**src/rtl/bt_cap_pkg.sv**
```systemverilog
package bt_cap_pkg;

    localparam int HCW    = 12;            // sample counter width (bytes of a line)
    localparam int XW     = HCW - 1;       // pixel coordinate width
    localparam int VW     = 11;            // line counter width
    localparam int WBYTES = 8;             // bytes per packed word
    localparam int WW     = WBYTES * 8;    // packed word width
    localparam int LANES  = 3;

    localparam int LANE_Y  = 0;
    localparam int LANE_CB = 1;
    localparam int LANE_CR = 2;

    localparam logic [7:0] SYNC_HI = 8'hFF;
    localparam logic [7:0] SYNC_LO = 8'h00;

    typedef struct packed {
        logic f;
        logic v;
        logic h;
    } trs_flags_t;

    typedef struct packed {
        logic          en;
        logic [XW-1:0] xs;
        logic [XW-1:0] xe;
        logic [VW-1:0] ys;
        logic [VW-1:0] ye;
    } win_cfg_t;

    typedef enum logic [1:0] {
        PH_CB = 2'd0,
        PH_Y0 = 2'd1,
        PH_CR = 2'd2,
        PH_Y1 = 2'd3
    } sample_phase_e;

    function automatic logic [3:0] trs_prot(input trs_flags_t fl);
        return {fl.v ^ fl.h, fl.f ^ fl.h, fl.f ^ fl.v, fl.f ^ fl.v ^ fl.h};
    endfunction

endpackage

```
**src/rtl/bt_trs_decode.sv**
```systemverilog
module bt_trs_decode
    import bt_cap_pkg::*;
(
    input  logic       clk,
    input  logic       rst,
    input  logic [7:0] din,
    output logic       code_hit,
    output logic       code_ok,
    output trs_flags_t flags,
    output logic       sync_err
);

    logic [7:0] hist1, hist2, hist3;

    always_comb begin
        code_hit = (hist3 == SYNC_HI) && (hist2 == SYNC_LO) && (hist1 == SYNC_LO);
        flags.f  = din[6];
        flags.v  = din[5];
        flags.h  = din[4];
        code_ok  = din[7] && (din[3:0] == trs_prot(flags));
    end

    always_ff @(posedge clk) begin
        if (rst) begin
            hist1    <= '0;
            hist2    <= '0;
            hist3    <= '0;
            sync_err <= 1'b0;
        end else begin
            hist1    <= din;
            hist2    <= hist1;
            hist3    <= hist2;
            sync_err <= code_hit && !code_ok;
        end
    end

endmodule

```
**src/rtl/bt_line_tracker.sv**
```systemverilog
module bt_line_tracker
    import bt_cap_pkg::*;
(
    input  logic           clk,
    input  logic           rst,
    input  logic [7:0]     din,
    input  logic           code_hit,
    input  logic           code_ok,
    input  trs_flags_t     flags,
    input  logic           fld_inv,
    input  logic [1:0]     cap_sel,
    output logic           active,
    output logic [HCW-1:0] hcount,
    output logic [VW-1:0]  vcount,
    output logic           field,
    output logic           line_end,
    output logic           field_done,
    output logic           field_done_id,
    output logic           frame_done
);

    localparam logic [HCW-1:0] HMAX = '1;
    localparam logic [VW-1:0]  VMAX = '1;

    logic good;
    logic new_field;
    logic blank_seen;
    logic live;
    logic f1_got;

    always_comb begin
        good      = code_hit && code_ok;
        new_field = flags.f ^ fld_inv;
        line_end  = active && (din == SYNC_HI);
    end

    always_ff @(posedge clk) begin
        if (rst) begin
            active        <= 1'b0;
            hcount        <= '0;
            vcount        <= '0;
            field         <= 1'b0;
            blank_seen    <= 1'b1;
            live          <= 1'b0;
            f1_got        <= 1'b0;
            field_done    <= 1'b0;
            field_done_id <= 1'b0;
            frame_done    <= 1'b0;
        end else begin
            field_done <= 1'b0;
            frame_done <= 1'b0;
            if (good) begin
                field <= new_field;
                if (flags.v) begin
                    active     <= 1'b0;
                    blank_seen <= 1'b1;
                    if (live) begin
                        live <= 1'b0;
                        if (cap_sel[field]) begin
                            field_done    <= 1'b1;
                            field_done_id <= field;
                            if (!field) begin
                                f1_got <= cap_sel[1];
                            end else begin
                                frame_done <= f1_got;
                                f1_got     <= 1'b0;
                            end
                        end
                    end
                end else if (!flags.h) begin
                    active     <= 1'b1;
                    hcount     <= '0;
                    live       <= 1'b1;
                    blank_seen <= 1'b0;
                    if (blank_seen || (new_field != field)) begin
                        vcount <= VW'(1);
                    end else if (vcount != VMAX) begin
                        vcount <= vcount + 1'b1;
                    end
                end else begin
                    active <= 1'b0;
                end
            end else if (line_end) begin
                active <= 1'b0;
            end else if (active && (hcount != HMAX)) begin
                hcount <= hcount + 1'b1;
            end
        end
    end

    AST_BAD_CODE_IGNORED: assert property (@(posedge clk) disable iff (rst)
        (code_hit && !code_ok) |=> ($stable(active) && $stable(field) && $stable(vcount)));

    AST_SAV_ZERO: assert property (@(posedge clk) disable iff (rst)
        (good && !flags.v && !flags.h) |=> (active && hcount == '0));

    AST_VSTART_ONE: assert property (@(posedge clk) disable iff (rst)
        (good && !flags.v && !flags.h && blank_seen) |=> (vcount == VW'(1)));

    AST_FRAME_WITH_FIELD2: assert property (@(posedge clk) disable iff (rst)
        frame_done |-> (field_done && field_done_id));

endmodule

```
**src/rtl/bt_win_gate.sv**
```systemverilog
module bt_win_gate
    import bt_cap_pkg::*;
(
    input  logic             active,
    input  logic             line_end,
    input  logic [HCW-1:0]   hcount,
    input  logic [VW-1:0]    vcount,
    input  logic             field,
    input  win_cfg_t         cfg [2],
    output logic [LANES-1:0] lane_we
);

    win_cfg_t      sel;
    logic [XW-1:0] pix;
    sample_phase_e phase;
    logic          in_win;

    always_comb begin
        sel    = cfg[field];
        pix    = hcount[HCW-1:1];
        phase  = sample_phase_e'(hcount[1:0]);
        in_win = active && !line_end && sel.en &&
                 (pix >= sel.xs) && (pix <= sel.xe) &&
                 (vcount >= sel.ys) && (vcount <= sel.ye);
        lane_we = '0;
        if (in_win) begin
            unique case (phase)
                PH_CB:        lane_we[LANE_CB] = 1'b1;
                PH_CR:        lane_we[LANE_CR] = 1'b1;
                PH_Y0, PH_Y1: lane_we[LANE_Y]  = 1'b1;
                default:      lane_we          = '0;
            endcase
        end
    end

endmodule

```
**src/rtl/bt_word_pack.sv**
```systemverilog
module bt_word_pack #(
    parameter int NB = 8
) (
    input  logic            clk,
    input  logic            rst,
    input  logic            we,
    input  logic            flush,
    input  logic [7:0]      bin,
    output logic [NB*8-1:0] word,
    output logic            vld
);

    localparam int WWL  = NB * 8;
    localparam int CNTW = (NB > 1) ? $clog2(NB) : 1;
    localparam logic [CNTW-1:0] LAST = CNTW'(NB - 1);

    logic [WWL-1:0]  acc;
    logic [CNTW-1:0] cnt;
    logic [WWL-1:0]  placed;

    always_comb begin
        placed = {{(WWL-8){1'b0}}, bin} << {cnt, 3'b000};
    end

    always_ff @(posedge clk) begin
        if (rst) begin
            acc  <= '0;
            cnt  <= '0;
            word <= '0;
            vld  <= 1'b0;
        end else begin
            vld <= 1'b0;
            if (we) begin
                if (cnt == LAST) begin
                    word <= acc | placed;
                    vld  <= 1'b1;
                    acc  <= '0;
                    cnt  <= '0;
                end else begin
                    acc <= acc | placed;
                    cnt <= cnt + 1'b1;
                end
            end else if (flush && (cnt != '0)) begin
                word <= acc;
                vld  <= 1'b1;
                acc  <= '0;
                cnt  <= '0;
            end
        end
    end

    AST_FULL_WORD_EMPTIES: assert property (@(posedge clk) disable iff (rst)
        (we && cnt == LAST) |=> (vld && cnt == '0));

    AST_FLUSH_EMPTIES: assert property (@(posedge clk) disable iff (rst)
        (flush && !we && cnt != '0) |=> (vld && cnt == '0));

    AST_FLUSH_PAD_ZERO: assert property (@(posedge clk) disable iff (rst)
        (flush && !we && cnt == CNTW'(1)) |=> (word[WWL-1:8] == '0));

endmodule

```
**src/rtl/bt656_window_capture.sv**
```systemverilog
module bt656_window_capture
    import bt_cap_pkg::*;
(
    input  logic          clk,
    input  logic          rst,
    input  logic [7:0]    din,
    input  logic          fld_inv,
    input  logic          cap_f1,
    input  logic          cap_f2,
    input  logic [XW-1:0] f1_x_first,
    input  logic [XW-1:0] f1_x_last,
    input  logic [VW-1:0] f1_line_first,
    input  logic [VW-1:0] f1_line_last,
    input  logic [XW-1:0] f2_x_first,
    input  logic [XW-1:0] f2_x_last,
    input  logic [VW-1:0] f2_line_first,
    input  logic [VW-1:0] f2_line_last,
    output logic [WW-1:0] y_word,
    output logic          y_vld,
    output logic [WW-1:0] cb_word,
    output logic          cb_vld,
    output logic [WW-1:0] cr_word,
    output logic          cr_vld,
    output logic          field_done,
    output logic          field_done_id,
    output logic          frame_done,
    output logic          sync_err
);

    logic             code_hit;
    logic             code_ok;
    trs_flags_t       flags;
    logic             trk_active;
    logic [HCW-1:0]   hcount;
    logic [VW-1:0]    vcount;
    logic             field;
    logic             line_end;
    logic [LANES-1:0] lane_we;
    logic [WW-1:0]    lane_word [LANES];
    logic [LANES-1:0] lane_vld;
    win_cfg_t         cfg [2];

    always_comb begin
        cfg[0] = '{en: cap_f1, xs: f1_x_first, xe: f1_x_last, ys: f1_line_first, ye: f1_line_last};
        cfg[1] = '{en: cap_f2, xs: f2_x_first, xe: f2_x_last, ys: f2_line_first, ye: f2_line_last};
    end

    bt_trs_decode u_decode (
        .clk      (clk),
        .rst      (rst),
        .din      (din),
        .code_hit (code_hit),
        .code_ok  (code_ok),
        .flags    (flags),
        .sync_err (sync_err)
    );

    bt_line_tracker u_track (
        .clk           (clk),
        .rst           (rst),
        .din           (din),
        .code_hit      (code_hit),
        .code_ok       (code_ok),
        .flags         (flags),
        .fld_inv       (fld_inv),
        .cap_sel       ({cap_f2, cap_f1}),
        .active        (trk_active),
        .hcount        (hcount),
        .vcount        (vcount),
        .field         (field),
        .line_end      (line_end),
        .field_done    (field_done),
        .field_done_id (field_done_id),
        .frame_done    (frame_done)
    );

    bt_win_gate u_gate (
        .active   (trk_active),
        .line_end (line_end),
        .hcount   (hcount),
        .vcount   (vcount),
        .field    (field),
        .cfg      (cfg),
        .lane_we  (lane_we)
    );

    for (genvar g = 0; g < LANES; g++) begin : g_lane
        bt_word_pack #(.NB(WBYTES)) u_pack (
            .clk   (clk),
            .rst   (rst),
            .we    (lane_we[g]),
            .flush (line_end),
            .bin   (din),
            .word  (lane_word[g]),
            .vld   (lane_vld[g])
        );
    end

    assign y_word  = lane_word[LANE_Y];
    assign y_vld   = lane_vld[LANE_Y];
    assign cb_word = lane_word[LANE_CB];
    assign cb_vld  = lane_vld[LANE_CB];
    assign cr_word = lane_word[LANE_CR];
    assign cr_vld  = lane_vld[LANE_CR];

    AST_IDLE_NO_WRITE: assert property (@(posedge clk) disable iff (rst)
        !trk_active |-> (lane_we == '0));

    AST_ONE_LANE: assert property (@(posedge clk) disable iff (rst)
        $onehot0(lane_we));

endmodule

```
**config.mk**
```make
export PLATFORM = sky130hd
export DESIGN_NAME = bt656_window_capture
export DESIGN_NICKNAME = d
export VERILOG_FILES = /design/src/rtl/bt_cap_pkg.sv /design/src/rtl/bt_trs_decode.sv /design/src/rtl/bt_line_tracker.sv /design/src/rtl/bt_win_gate.sv /design/src/rtl/bt_word_pack.sv /design/src/rtl/bt656_window_capture.sv
export SDC_FILE = /design/constraint.sdc
export NUM_CORES = 1
export LEC_CHECK = 0
export ABC_AREA = 1
export BUFFER_PORTS_ARGS = -buffer_cell sky130_fd_sc_hd__buf_2
export CAP_MARGIN = 10
export CORE_MARGIN = 2
export CORE_UTILIZATION = 40
export CTS_CLUSTER_SIZE = 16
export DETAILED_ROUTE_END_ITERATION = 8
export SLEW_MARGIN = 30
export SYNTH_ARGS = -nofsm -noshare
export SYNTH_HDL_FRONTEND = slang
export SYNTH_SLANG_ARGS = --single-unit
```
**constraint.sdc**
```tcl
create_clock -name clk -period 4 [get_ports clk]
set_clock_uncertainty 0.2 [all_clocks]
set_input_delay 0.2 -clock clk [delete_from_list [all_inputs] [get_ports clk]]
set_output_delay 0.2 -clock clk [all_outputs]
set_load 0.1 [all_outputs]
```
==> results of run 1 <==
-- sequential cells by signal (all words and copies together), names as in the netlist --
name / flops
g_lane.u_pack.cnt: 9
u_decode.hist3: 8
u_track.hcount: 12
u_track.field_done_id: 1
u_decode.hist1: 8
g_lane.u_pack.word: 192
u_track.blank_seen: 1
u_track.frame_done: 1
u_track.vcount: 11
g_lane.u_pack.acc: 192
g_lane.u_pack.vld: 3
u_track.active: 1
u_track.field: 1
u_decode.hist2: 8
u_decode.sync_err: 1
u_track.live: 1
u_track.f1_got: 1
u_track.field_done: 1
-- path summary, 6_finish.rpt --
kind	startpoint	to	slack (ns)	depth (start not counted)
worst min register to register	u_decode.hist1[2]	u_decode.hist2[2]	0.21	2
worst min-delay path	din[3]	u_decode.hist1[3]	0.07	3
worst max register to register	u_track.field	g_lane[2].u_pack.acc[25]	0.51	15
worst max-delay path	u_track.field	g_lane[2].u_pack.acc[25]	0.51	15
-- Yosys cell counts (21+ instances only) --
| library cell | instances |
|---|---|
| nand2_1 | 540 |
| dfxtp_1 | 452 |
| nor2_1 | 444 |
| nand4_1 | 311 |
| inv_1 | 307 |
| nand3_1 | 254 |
| a21oi_1 | 205 |
| clkbuf_1 | 91 |
| buf_2 | 69 |
| ha_1 | 61 |
| o21ai_1 | 61 |
| buf_1 | 53 |
| o21ai_0 | 51 |
| nand3_2 | 44 |
| mux2i_1 | 40 |
| nor4_1 | 38 |
| buf_4 | 21 |
| buf_6 | 21 |
| nor3_1 | 21 |
-- report_power, final --
part,total [mW],internal (mW),leakage (nW),switching [mW]
clock network,4.69,2.76,0.810,1.93
logic,0.338,0.0946,7.18,0.244
registers,4.51,4.51,3.64,0.00218
-- layer usage --
metal | up-vias | global-route usage | wire (um)
li1 | 10800 | - | -
met2 | 516 | 0.363 | 30900
met1 | 9734 | 0.329 | 32600
met5 | - | 0 | 0
met3 | 105 | 0.0373 | 3580
met4 | 0 | 0.0642 | 1670
-- cells by family (layout without fill, tap and decap cells) --
family	count (synthesis)	after routing	share of synthesized area
AND/OR/NAND/NOR	1677	1677	0.354
buffers and inverters	579	784	0.112
multiplexers	40	40	0.0179
AO/OA/AOI/OAI	324	324	0.0733
adder cells (fa/ha/maj)	61	61	0.0341
XOR/XNOR	12	12	0.00470
other	0	1	0
flip-flops	452	452	0.404
-- worst min-delay path: cells and delay by family --
family,cells,cell delay [ns]
buf+inv,2,0.52
simple gates,1,0.06
-- area by class of cell --
cell class | count | area (um2)
fillers | 5640 | 29300
multi-input cells | 2114 | 10900
flip-flops and latches | 452 | 9050
repair buffers | 370 | 2150
clock buffers | 77 | 1490
inverters | 324 | 1230
well taps | 748 | 936
clock inverters | 13 | 164
diodes | 1 | 2.50
-- per-stage QoR --
stage               setup slack [ns]  instances  hold slack (ns)  utilization  cell area (um2)
floorplan                      0.734       3145            0.143            -            22400
global placement               0.587       3999            0.213        0.437            24100
detailed placement             0.518       3999            0.214        0.437            24100
CTS                            0.508       4098           0.0127        0.469            25900
global route                   0.228       4099           0.0408        0.469            25900
finish                         0.512       4099           0.0709        0.469            25900
==> results.yml, run 1 <==
finish:
  layout-drive-gt1-share: 0.156
  layout_commonest_cell: "nand2_1"
  nets: 3474
  area_delta_synth_final_pct: 15.7
  final_cell_mix: "nand2_1 (536), dfxtp_1 (451), nor2_1 (444)"
setup_path:
  crit_type: "reg -> reg"
  max_stage_delay_ns: 0.35
  end_kind: "flip-flop"
  crit_top_cell: "buf_12"
  path_delay_family: "simple AND/OR/NAND/NOR gates"
  cp_slowest_cell: "dfxtp_2"
  worstPathCellList: "buf_12, mux2i_1, ha_1, a21oi_1, o21a_1, nand3_1, nand2_1, inv_2, nor2_8, buf_12, nand3_2, nor2_4, buf_12, a21oi_1, nor2_1"
  critPathRequiredTime_ns: 4.33
  critPathLaunchType: "flip-flop"
  critPathMaxFanout: 65
  crit_buf_inv: 4
  crit_arrival_ns: 3.82
routing:
  wl_per_cell_um: 16.8
  dr.pass1.iters: 5
  first_iter_violations: 1555
  vias: 21100
  ant_nets: 0
  via_per_inst: 5.16
  drc: 0
  routed_wl_um: 68700
die:
  die_y_um: 241
  rows: 86
  start_util: 0.405
  design.portCount: 300
  die_area_um2: 57900
  die_width_um: 241
  core_region_area_um2: 55200
synth:
  syn_avg_cell_area_um2: 7.12
  ys_ff_latch: 452
  async_flop_share: 0
  synth_nets: 3307
  synth_top_area_frac: 0.404
  synth_area_leaders: "dfxtp_1 (40%), nand2_1 (9.1%), nand4_1 (8.7%), nor2_1 (7.4%), nand3_1 (5.7%)"
  syn_inst: 3145
  yosys_warnings: 0
  synth_flop_cell: "dfxtp_1"
  synth.distinct_cells: 42
  ys_seq_area_frac: 0.404
  yosys.area.top_type: "dfxtp_1"
  synth_edf_count: 0
  syn-cell-area_um2: 22400
timing:
  layout_min_cycle_time_ns: 3.49
  fmax_mhz: 287
  setup_viol: 0
  rsz0062_at_grt: "no"
  max_slew_margin: 0.466
  drv_slew: 0
  hold_violations: 0
  fin_crit_sh: 0.872
  finalSetupTns_ns: 0
  max_slew.worst_pin.slew_ns: 0.802
global_routing:
  grt_usage: 0.232
  antenna_found_initial: 1
  grt_start_max_net_pins: 112
  grt_pass1_vias: 19100
  overflow: 0
  grt_pass1_wl_um: 108000
pwr:
  leakage_nw: 11.6
  power.total_mw: 9.54
  p_per_area_nw_per_um2: 368
  peakVddDrop_uv: 266
clocking:
  cts_buffer_depth: 3
  cts.sinks: 452
  cts_buffers: 50
  cts.repair.resized: 0
  clk_pin_slew_ns: 0.06
  hold_buffers: 9
  h-tree-depth: 2
  post_cts_buffers: 0
  cts_tree: "yes"
  root_buffer: "clkbuf_16"
  clock_latency_ns: 0.61
place:
  dp_hpwl_um: 46000
  place_congestion: 0.874
  numPortBuffers: 299
run:
  max_cap_viol_count: 0
status:
  status: "finished clean"
worst_hold_path:
  hold_class: "in -> reg"
Power figures use the tool's default switching activity.
==> run 2, diff against run 1 <==
Settings changed: GPL_TIMING_DRIVEN set to 0.
==> results.yml, run 2 (synthesis results as in run 1) <==
status:
  status: "finished clean"
routing:
  dr.pass1.iters: 5
  drc: 0
  via_per_inst: 5.13
  routed_wl_um: 74100
  ant_nets: 0
  wl_per_cell_um: 17.3
  vias: 22000
  first_iter_violations: 1440
finish:
  area_delta_synth_final_pct: 18.9
  fillers: 5765
  fin_cells: 4287
  nets: 3665
  utilization: 0.482
  multi_input_area_um2: 10800
  top_regs: "g_lane.u_pack.acc x192, g_lane.u_pack.word x192, u_track.hcount x12"
  layout_commonest_cell: "nand2_1"
  regArea_um2: 9050
  final_cell_mix: "nand2_1 (540), dfxtp_1 (452), nor2_1 (444)"
  layout-drive-gt1-share: 0.162
pwr:
  p_switching_mw: 2.19
  leakage_nw: 12.0
  seqPwrFrac: 0.468
  combPwrFrac: 0.038
  p_clk_frac: 0.495
  peakVddDrop_uv: 253
  p_sw_frac: 0.227
  p_per_area_nw_per_um2: 363
  intPower_mw: 7.46
clocking:
  cts.sinks: 452
  cts_tree: "yes"
  clock_latency_ns: 0.61
  clk_pin_slew_ns: 0.06
  h-tree-depth: 2
  root_buffer: "clkbuf_16"
  cts_buffers: 50
  cts_buffer_depth: 3
timing:
  fin_crit_sh: 0.941
  fin_ws_ns: 0.236
  fmax_mhz: 266
  rsz0062_at_grt: "yes"
  drv_slew: 0
  setup_viol: 0
  max_slew_margin: 0.313
  layout_min_cycle_time_ns: 3.76
  hold_violations: 0
  max_slew.worst_pin.slew_ns: 1.03
global_routing:
  grt_pass1_vias: 20000
  antenna_found_initial: 2
  grt_start_max_net_pins: 14
  grt_pass1_wl_um: 113000
  overflow: 0
  grt_usage: 0.250
die:
  start_util: 0.405
  design.portCount: 300
  core_region_area_um2: 55200
  rows: 86
  die_y_um: 241
  die_width_um: 241
  die_area_um2: 57900
setup_path:
  critPathMaxFanout: 10
  cp_slowest_cell: "dfxtp_1"
  end_kind: "flip-flop"
  critPathRequiredTime_ns: 4.34
  r2r_slack_ns: 0.24
  crit_arrival_ns: 4.11
  critPathLaunchType: "flip-flop"
  ff2ff_path_depth: 16
  crit_type: "reg -> reg"
  max_stage_delay_ns: 0.37
  crit_top_cell: "buf_2"
  worstPathCellList: "buf_2, buf_2, mux2i_1, ha_1, a21oi_1, o21a_1, nand3_1, nand2_1, inv_2, nor2_8, buf_2, buf_2, nand4_1, nand2_1, nand3_1, nand2_1"
  r2r_end: "g_lane[2].u_pack.word[24]"
  r2r-start: "u_track.field"
place:
  place_congestion: 0.912
  post-place-ws_ns: -0.521
  dp_cells: 4188
  numPortBuffers: 295
  dp_hpwl_um: 54200
worst_hold_path:
  hold_depth: 3
  hp-start: "rst"
  hold_end: "g_lane[1].u_pack.cnt[2]"
  hold_class: "in -> reg"
run:
  max_cap_viol_count: 0
run 2: cell count changes in the layout (fill, tap and decap cells not counted), sizes merged:
cell / previous run / this run
clkbuf: 77 / 168
buf: 361 / 451
clkinv: 13 / 18
bufinv: 3 / 5
dlygate4sd3: 9 / 11
inv: 319 / 317
run 2: layout make-up:
cell class / instances / area share
timing repair buffer: 306 / 0.0596
buffer: 255 / 0.0489
multi-input combinational: 2114 / 0.407
tap: 748 / 0.0352
sequential: 452 / 0.340
antenna: 1 / 0.0000941
inverter: 324 / 0.0460
clock inverter: 18 / 0.00842
clock buffer: 69 / 0.0546
run 2: critical path: cells and delay by family (launching register included):
family                     cells  cell delay [ns]
buffers and inverters          5             1.33
AOI/OAI and AO/OA              2             0.30
and+or+nand+nor                7             0.90
DFF                            1             0.37
adders and majority gates      1             0.29
muxes                          1             0.31
run 2: power groups by stage:
stage | Combinational, mW | Clock [mW] | Sequential, mW
after detailed placement | 0.350 | 0 | 4.61
after global routing | 0.393 | 5.03 | 4.51
after floorplan | 0.187 | 0 | 4.61
final | 0.363 | 4.77 | 4.51
after global placement | 0.349 | 0 | 4.61
after CTS | 0.361 | 4.86 | 4.51
run 2: worst max path at each step:
stage | end | slack, ns | startpoint | cells past startpoint
detailed placement | g_lane[1].u_pack.word[31] | -0.52 | u_track.field | 15
global route | g_lane[2].u_pack.word[24] | -0.01 | u_track.field | 16
floorplan | g_lane[0].u_pack.word[10] | 0.73 | u_track.field | 16
CTS | g_lane[1].u_pack.word[31] | 0.03 | u_track.field | 15
global placement | g_lane[1].u_pack.word[31] | -0.50 | u_track.field | 15
finish | g_lane[2].u_pack.word[24] | 0.24 | u_track.field | 16
run 2: through the flow:
step,power (mW),hold WS [ns],TNS [ns],instance area [um2]
2_1_floorplan,4.80,0.143,0,22400
4_1_cts,9.74,0.0202,0,26600
5_1_grt,9.93,0.0609,-0.0102,26600
3_5_place_dp,4.96,0.213,-113.90,24800
6_report,9.65,0.0322,0,26600
3_3_place_gp,4.96,0.210,-107.62,24800
run 2: repair_timing:
action	in CTS	in global routing
gates resized for setup	3	13
buffers inserted	0	0
hold endpoints to repair	50	0
hold buffers	11	0
endpoints found under the setup margin	392	372
run 2: metal layers:
metal	global-route usage	up-vias	wire [um]
met3	0.0331	134	4390
met1	0.336	9997	33400
met5	0	-	0
met2	0.404	667	33600
li1	-	11200	-
met4	0.101	0	2770
==> run 3, diff against run 2 <==
Clock period 4 ns to 3.7 ns, I/O delays scaled along.
==> results.yml, run 3 (synthesis results as in run 1) <==
setup_path:
  critPathMaxFanout: 7
  r2r-start: "u_track.field"
  critPathLaunchType: "primary input"
  cp-endpoint: "u_track.f1_got"
  crit_start: "din[4]"
  r2r_end: "g_lane[0].u_pack.word[61]"
  crit_arrival_ns: 3.82
  ff2ff_path_depth: 17
  critPathRequiredTime_ns: 4.02
  crit_type: "in -> reg"
  r2r_slack_ns: 0.24
  end_kind: "flip-flop"
clocking:
  h-tree-depth: 2
  root_buffer: "clkbuf_16"
  cts.sinks: 452
  cts_tree: "yes"
  clk_pin_slew_ns: 0.06
  cts_buffers: 50
  cts_buffer_depth: 3
  clock_latency_ns: 0.61
routing:
  via_per_inst: 5.14
  drc: 0
  vias: 22000
  dr.pass1.iters: 5
  first_iter_violations: 1336
  routed_wl_um: 74100
  ant_nets: 0
  wl_per_cell_um: 17.3
global_routing:
  grt_start_max_net_pins: 14
  antenna_found_initial: 2
  grt_pass1_vias: 20000
  grt_pass1_wl_um: 113000
  grt_usage: 0.250
  overflow: 0
timing:
  setup_viol: 0
  finalSetupTns_ns: 0
  max_slew_margin: 0.291
  hold_violations: 0
  holdWs_ns: 0.0152
  max_slew.worst_pin.slew_ns: 1.06
  fmax_mhz: 285
  drv_slew: 0
  fin_crit_sh: 0.948
  rsz0062_at_grt: "no"
  layout_min_cycle_time_ns: 3.51
  fin_ws_ns: 0.192
pwr:
  p_per_area_nw_per_um2: 391
  peakVddDrop_uv: 274
  leakage_nw: 12.0
die:
  die_y_um: 241
  core_region_area_um2: 55200
  rows: 86
  start_util: 0.405
  die_area_um2: 57900
  die_width_um: 241
  design.portCount: 300
status:
  status: "finished clean"
finish:
  nets: 3666
  layout_commonest_cell: "nand2_1"
  fin_cells: 4288
  layout-drive-gt1-share: 0.162
  top_regs: "g_lane.u_pack.acc x192, g_lane.u_pack.word x192, u_track.hcount x12"
  final_cell_mix: "nand2_1 (540), dfxtp_1 (452), nor2_1 (444)"
  stdcell_area_um2: 26700
  area_delta_synth_final_pct: 19.2
place:
  dp_cells: 4188
  numPortBuffers: 295
  post_dp_cell_area_um2: 24800
  post-place-ws_ns: -0.821
  place_congestion: 0.912
  dp_hpwl_um: 54200
run:
  max_cap_viol_count: 0
worst_hold_path:
  hold_class: "in -> reg"
run 3: cell types whose count changed in the layout (fill, tap and decap cells not counted), sizes merged:
cell    delta
buf        -1
clkbuf     +2
run 3: worst max-delay path: stages:
cell	delay, ns
dlygate4sd3_1	0.56
buf_2	0.19
inv_1	0.50
ha_1	0.35
a21oi_1	0.13
o21ai_0	0.09
a21oi_1	0.16
nand3b_2	0.17
nor4_1	0.52
nand4_1	0.19
dlygate4sd3_1	0.64
a21oi_1	0.13
run 3: area by class of cell:
type,count,area [um2]
Fill cell,5761,28500
Tap cell,748,936
Inverter,324,1220
Multi-Input combinational cell,2114,10800
Clock buffer,69,1450
Sequential cell,452,9050
Buffer,255,1350
Clock inverter,18,224
Antenna cell,1,2.50
Timing Repair Buffer,307,1590
run 3: worst min-delay path by stage:
stage                                   end  cells after the start              start
finish              g_lane[1].u_pack.cnt[2]                      3                rst
global route              u_decode.hist1[5]                      3             din[5]
CTS                       u_track.vcount[0]                      5             din[5]
detailed placement        u_decode.hist2[2]                      2  u_decode.hist1[2]
global placement          u_decode.hist2[2]                      2  u_decode.hist1[2]
floorplan                 u_decode.hist1[1]                      2             din[1]
run 3: repair_timing:
action                                  4_1_cts  5_1_grt
endpoints found under the setup margin      396      377
pin swaps                                     0        1
gates cloned                                  0        0
setup buffers                                 0        1
resized for setup                            12       27
endpoints found under the hold margin        61        0
hold buffers                                 11        0
run 3: layer usage:
layer  vias to the layer above  part of all wire  wire length [um]  track usage
li1                      11200                 -                 -            -
met1                     10100              0.45             33700        0.336
met2                       654              0.45             33600        0.404
met3                       128             0.056              4180       0.0331
met4                         0             0.036              2660        0.101
met5                         -                 0                 0            0
run 3: power by group:
group | total, mW | switching, mW | internal, mW
clock | 5.16 | 2.08 | 3.08
combinational | 0.395 | 0.282 | 0.114
sequential | 4.88 | 0.00240 | 4.88
run 3: per-stage QoR:
stage                     utilization  power (mW)
after detailed placement        0.449        5.36
after CTS                       0.482        10.5
after floorplan                     -        5.19
final                           0.483        10.4
after global routing            0.483        10.7
after global placement          0.449        5.36
